**config.mk**
```make
export PLATFORM = sky130hd
export DESIGN_NAME = cyccnt_sampler
export DESIGN_NICKNAME = d
export VERILOG_FILES = /design/src/rtl/cyccnt_sampler.sv
export SDC_FILE = /design/constraint.sdc
export NUM_CORES = 1
export LEC_CHECK = 0
export BUFFER_PORTS_ARGS = -buffer_cell sky130_fd_sc_hd__buf_4
export CORE_ASPECT_RATIO = 0.5
export CORE_MARGIN = 2
export CORE_UTILIZATION = 45
export DETAILED_ROUTE_END_ITERATION = 7
export HOLD_SLACK_MARGIN = 0.05
export PLACE_DENSITY = 0.73
export SLEW_MARGIN = 20
export SYNTH_ARGS = -nofsm -noshare
export SYNTH_HDL_FRONTEND = slang
export SYNTH_SLANG_ARGS = --single-unit
```
**constraint.sdc**
```tcl
create_clock -name clk -period 2.4 [get_ports clk]
set_input_delay 0.12 -clock clk [delete_from_list [all_inputs] [get_ports clk]]
set_output_delay 0.12 -clock clk [all_outputs]
set_load 0.02 [all_outputs]
```
**src/rtl/cyccnt_sampler.sv**
```systemverilog
module cyccnt_sampler #(
  parameter int CNT_W  = 32,
  parameter int PC_W   = 32,
  parameter int PS_W   = 4,
  parameter int TAP_LO = 6,
  parameter int TAP_HI = 10
) (
  input  logic             clk,
  input  logic             rst_n,
  input  logic             halted,
  input  logic [PC_W-1:0]  pc_in,
  input  logic             reg_wr,
  input  logic             reg_addr,
  input  logic [CNT_W-1:0] reg_wdata,
  output logic [CNT_W-1:0] reg_rdata,
  output logic             sample_valid,
  output logic [PC_W-1:0]  sample_pc,
  output logic             event_pulse
);
  localparam int CTRL_W = 4 + PS_W;

  logic [CNT_W-1:0] count;
  logic [PS_W-1:0]  reload, ps;
  logic             cnt_en, pcs_en, evt_en, tap_sel;

  wire              cnt_wr  = reg_wr && !reg_addr;
  wire              ctrl_wr = reg_wr && reg_addr;
  wire              inc     = cnt_en && !halted && !cnt_wr;
  wire [CNT_W-1:0]  count_p1 = count + 1'b1;
  wire              flip    = tap_sel ? (count_p1[TAP_HI] ^ count[TAP_HI])
                                      : (count_p1[TAP_LO] ^ count[TAP_LO]);
  wire              tap     = inc && flip;
  wire              fire    = tap && (ps == '0);

  assign reg_rdata = reg_addr
    ? {{(CNT_W-CTRL_W){1'b0}}, reload, tap_sel, evt_en, pcs_en, cnt_en}
    : count;

  always_ff @(posedge clk or negedge rst_n) begin
    if (!rst_n) begin
      count <= '0;
      {reload, tap_sel, evt_en, pcs_en, cnt_en} <= '0;
      ps <= '0;
      sample_valid <= 1'b0;
      event_pulse <= 1'b0;
      sample_pc <= '0;
    end else begin
      if (cnt_wr) count <= reg_wdata;
      else if (inc) count <= count_p1;

      if (ctrl_wr) begin
        {reload, tap_sel, evt_en, pcs_en, cnt_en} <= reg_wdata[CTRL_W-1:0];
        ps <= reg_wdata[CTRL_W-1:4];
      end else if (tap) begin
        ps <= fire ? reload : ps - 1'b1;
      end

      sample_valid <= fire && pcs_en;
      event_pulse  <= fire && !pcs_en && evt_en;
      if (fire && pcs_en) sample_pc <= pc_in;
    end
  end

  assert_step_R1: assert property (@(posedge clk) disable iff (!rst_n)
    (cnt_en && !halted && !reg_wr) |=> (count == $past(count) + 1'b1));

  assert_halt_hold_R2: assert property (@(posedge clk) disable iff (!rst_n)
    (halted && !reg_wr) |=> $stable(count));

  assert_wrap_R3: assert property (@(posedge clk) disable iff (!rst_n)
    (cnt_en && !halted && !reg_wr && count == '1) |=> (count == '0));

  assert_sw_load_R4: assert property (@(posedge clk) disable iff (!rst_n)
    (reg_wr && !reg_addr) |=> (count == $past(reg_wdata)));

  assert_one_output_R8: assert property (@(posedge clk) disable iff (!rst_n)
    !(sample_valid && event_pulse));

  assert_no_enable_quiet_R10: assert property (@(posedge clk) disable iff (!rst_n)
    (!pcs_en && !evt_en && !reg_wr) |=> (!sample_valid && !event_pulse));
endmodule

```
Word-level counts from Yosys, hierarchy flattened
Index checks and enable logic that the tools add are counted.
{"block": "op_classes", "add_sub_neg": 2, "n_reduce_logical": 16, "n_bitwise": 2, "n_mux": 7}
{"operator": "2-to-1 mux 32 bit", "n": 3}
{"operator": "adder 32 x 1 -> 32 bit (second input constant)", "n": 1}
{"operator": "2-to-1 mux 4 bit", "n": 3}
{"operator": "logical AND 1 bit", "n": 9}
{"operator": "logical NOT 1 bit", "n": 4}
{"operator": "logical NOT 4 bit", "n": 1}
{"operator": "nonzero test 2 bit", "n": 2}
{"operator": "subtractor 4 x 1 -> 4 bit (second input constant)", "n": 1}
{"operator": "bitwise XOR 1 bit", "n": 2}
{"operator": "2-to-1 mux 1 bit", "n": 1}
{"block": "totals", "reg_bits": 78, "input_bits": 69, "out_inout_bits": 66}

Depth between registers and ports, before layout
{"block": "logic_depth", "depth_word": 9, "depth_mapped": 8}

Least setup slack after synthesis
No wires, ideal clock.
{"block": "synth_path", "path_kind": "reg2reg", "from": "register count[0]", "to": "register sample_pc[10]", "arrival_ns": 1.873, "t_required_ns": 2.275, "setup_slack_ns": 0.402, "stages_incl_launch_ff": 7, "path_buffers": 1, "cell_sequence": "dfrtp_1 ha_1 nand3b_1 a2111oi_4 nand3_4 buf_6 mux2_4"}
{"block": "synth_via", "elab_chain_cells": 6, "word_cells_on_any_way": 7, "cone_classes": "1 x add/sub; 1 x mux; 2 x bitwise; 3 x reduce/logical"}
{"item": "start, declared", "line": "22", "source": "logic [CNT_W-1:0] count;"}
{"item": "start signal, assigned", "line": "48", "source": "if (cnt_wr) count <= reg_wdata;"}
{"item": "start signal, assigned", "line": "49", "source": "else if (inc) count <= count_p1;"}
{"item": "adder 32 x 1 -> 32 bit *", "line": "29", "source": "wire [CNT_W-1:0] count_p1 = count + 1'b1;"}
{"item": "bitwise XOR 1 bit (on tied branches)", "line": "31, 30"}
{"item": "2-to-1 mux 1 bit *", "line": "30", "source": "wire flip = tap_sel ? (count_p1[TAP_HI] ^ count[TAP_HI])"}
{"item": "logical AND 1 bit *", "line": "32", "source": "wire tap = inc && flip;"}
{"item": "logical AND 1 bit *", "line": "33", "source": "wire fire = tap && (ps == '0);"}
{"item": "logical AND 1 bit *", "line": "60", "source": "if (fire && pcs_en) sample_pc <= pc_in;"}
{"item": "end signal, assigned", "line": "60"}
{"item": "end, declared", "line": "17", "source": "output logic [PC_W-1:0] sample_pc,"}
Mark *: on every way between the ends. The rest lies on a longest branch, timed or not.
A chain may end at the register's enable or synchronous reset.

Worst setup path after layout
{"block": "layout_path", "from": "register count[6]", "to": "register count[29]"}
{"block": "layout_via", "elab_chain_cells": 3}
{"item": "adder 32 x 1 -> 32 bit", "line": "29"}
{"item": "2-to-1 mux 32 bit", "line": "49"}
{"item": "2-to-1 mux 32 bit", "line": "48"}
Every way passes these cells. The select of a mux whose other input is x is not followed.

==> impl_metrics.json <==
{
  "syn_area_um2": 4028,
  "p_leak_uw": 0.002964,
  "synth_ff_type": "dfrtp_1",
  "skew_ns": 0.007862,
  "crit_path_end_kind": "register",
  "cts_resized": 0,
  "min_period_ns": 2.121,
  "detail-route-antenna-nets": 0,
  "avgSynthCellArea_um2": 10.60,
  "r2r-end": "count[29]$_DFFE_PN0P_",
  "slew-limit-headroom": 0.5734,
  "dp.cells": 623,
  "die_w_um": 137.8,
  "yosysUniqueCellTypes": 43,
  "crit_arrival_ns": 2.38,
  "clkLatencyLatePin_ns": 0.34,
  "drv_cap": 0,
  "drt_iter0_markers": 229,
  "dieArea_um2": 9769,
  "num_antenna_cells": 0,
  "yosys-mux-area-fraction": 0.1423,
  "area_growth_syn_to_layout_pct": 52.28,
  "grt_usage": 0.2238,
  "synth_compound_area_frac": 0.07021,
  "grt_pass1_wl_um": 17000,
  "setup-tns-final_ns": 0,
  "rsz0062_at_grt": "no",
  "p_per_area_nw_per_um2": 588.8,
  "clk_root_buffer_cell": "clkbuf_16",
  "wirelength_um": 10700,
  "synth_top_family_by_area": "simple AND/OR/NAND/NOR gates",
  "slew_viol_final": 0,
  "synth_top_area_share": 0.4846,
  "vias_per_cell": 5.068,
  "pin_count": 135,
  "post-route-period-util": 0.8839,
  "start_util": 0.4625,
  "grt_pass1_vias": 3410,
  "fin_area_um2": 6133,
  "dpl.hpwl_um": 6858,
  "core_um2": 8708,
  "layout_commonest_cell": "buf_4",
  "synth-edff-count": 0,
  "status": "finished clean",
  "final_hold_viol_count": 0,
  "finish.net_count": 652,
  "synth_fa_ha_area_frac": 0.009320,
  "firstDrtPassIters": 4,
  "rows": 24,
  "post-route-drc-count": 0,
  "synth_warnings": 0,
  "cts_max_level": 3,
  "finalSetupViolCount": 0,
  "synth_top_area_cell": "dfrtp_1",
  "layoutNonFillerInstCount": 702,
  "peakVddDrop_uv": 365.3,
  "synth_fp_nets": 452,
  "tightestPinTransition_ns": 0.6400,
  "grt_max_degree": 61,
  "drive_gt1_frac": 0.3521,
  "ys_ff_latch": 78,
  "cts_sinks": 78,
  "cts_tree": "yes",
  "cp-start-kind": "register",
  "path_max_fanout": 7,
  "routedWlPerCell_um": 15.24,
  "cp-endpoint": "count[29]$_DFFE_PN0P_",
  "holdCritPathClass": "input pin to register",
  "critPathRequiredTime_ns": 2.66,
  "synth_simple_gate_area_share": 0.2013,
  "max_freq_mhz": 471.4,
  "dpl_cell_area_um2": 5196,
  "vias": 3558,
  "critPathKind": "register to register",
  "critPathLaunch": "count[6]$_DFFE_PN0P_",
  "synth_xor_area_frac": 0.06306,
  "port_buffers": 134,
  "cts.clk_slew.worst_paths_ns": 0.06,
  "synth.area.top_cells": "dfrtp_1 (48%), mux2_4 (11%), nand2_1 (6.4%)",
  "die_h_um": 70.90,
  "yosysSeqAreaShare": 0.4846,
  "layout_common_cells": "buf_4 (142), dfrtp_1 (78), nand2_1 (69)",
  "numCtsBuffers": 9,
  "synthArstFlopShare": 1.000,
  "grt_overflow": 0,
  "hp-start": "reg_wdata[29]",
  "cts_buffer_depth": 2,
  "r2r_start": "count[6]$_DFFE_PN0P_",
  "rr_worst_depth": 5,
  "antenna_found_initial": 0,
  "regToRegSetupSlack_ns": 0.28,
  "synthCells": 380,
  "routabilityCongestion": 0.7993
}
[logic make-up (layout without fill, tap and decap cells)]
family | after synthesis | count (layout)
XOR/XNOR | 29 | 29
buffers and inverters | 25 | 230
flip-flops | 78 | 78
multiplexers | 41 | 41
adder cells (fa/ha/maj) | 3 | 3
AO/OA/AOI/OAI | 47 | 47
AND/OR/NAND/NOR | 157 | 157
[cell usage after synthesis (2+ instances only)]
cell       count
and2_1         3
o21ai_0       33
inv_1          7
o2111ai_1      2
mux2_4        30
xor2_1        19
xnor2_1       10
and3_1         5
mux2_2        10
nor2b_1       21
a21oi_1        3
nor2_1        17
or3_1          2
nand3_1        7
o311ai_0       2
ha_1           3
dfrtp_1       78
buf_6          3
a31oi_1        2
nand2_1       69
nor4_1         2
nand4_1       18
clkbuf_1      13
nor3_1         2
[layer usage]
layer | track usage | routed length [um] | vias to the layer above
li1 | - | - | 1717
met1 | 0.2960 | 4678 | 1711
met2 | 0.3687 | 5247 | 112
met3 | 0.05878 | 599 | 18
met4 | 0.06009 | 174 | 0
met5 | 0 | 0 | -
[worst min path at each step]
stage                                     end  slack, ns  cells after the start
global placement    sample_pc[14]$_DFFE_PN0P_       0.19                      1
finish                  count[29]$_DFFE_PN0P_       0.07                      3
floorplan                  cnt_en$_DFFE_PN0P_      -0.18                      0
CTS                     count[29]$_DFFE_PN0P_       0.06                      3
detailed placement  sample_pc[14]$_DFFE_PN0P_       0.19                      1
global route            count[29]$_DFFE_PN0P_       0.07                      3
[metrics by stage]
| step | util | total power [uW] | setup slack, ns | hold WS (ns) |
|---|---|---|---|---|
| after floorplan | - | 1864 | 0.4016 | -0.1756 |
| after global placement | 0.5967 | 2137 | 0.3830 | 0.1863 |
| after detailed placement | 0.5967 | 2151 | 0.3342 | 0.1851 |
| after CTS | 0.7043 | 3636 | 0.3136 | 0.05581 |
| after global routing | 0.7043 | 3794 | 0.1811 | 0.06643 |
| final | 0.7043 | 3612 | 0.2787 | 0.06671 |
[report_power, final]
group | switching, uW | internal, uW | leakage (uW)
logic | 318 | 353 | 0.00181
clock network | 578 | 820 | 0.000141
registers | 126 | 1420 | 0.00101
[state kept, by name, indices dropped and copies added (netlist names)]
register / count
count: 32
sample_pc: 32
ps: 4
reload: 4
cnt_en: 1
event_pulse: 1
evt_en: 1
pcs_en: 1
sample_valid: 1
tap_sel: 1
[repair_timing]
action,in CTS,in global routing
endpoints found under the hold margin,121,0
hold buffers,63,0
buffers inserted,0,0
setup endpoints to repair,0,0
[critical path: stages, from the launching register on]
cell and delay (ns):
dfrtp_1 0.49, nand4_4 0.21, nor4_4 0.51, nand3_1 0.26, or3_1 0.39, a31oi_1 0.17
[area by class of cell]
type | instances | area (um2)
clock buffer | 9 | 225.2
clock inverter | 7 | 81.33
fill | 648 | 2575
inverter | 7 | 26.28
multi-input combinational | 277 | 1966
sequential | 78 | 1952
tap | 117 | 146.4
timing repair buffer | 207 | 1737
Power figures use the tool's default switching activity.
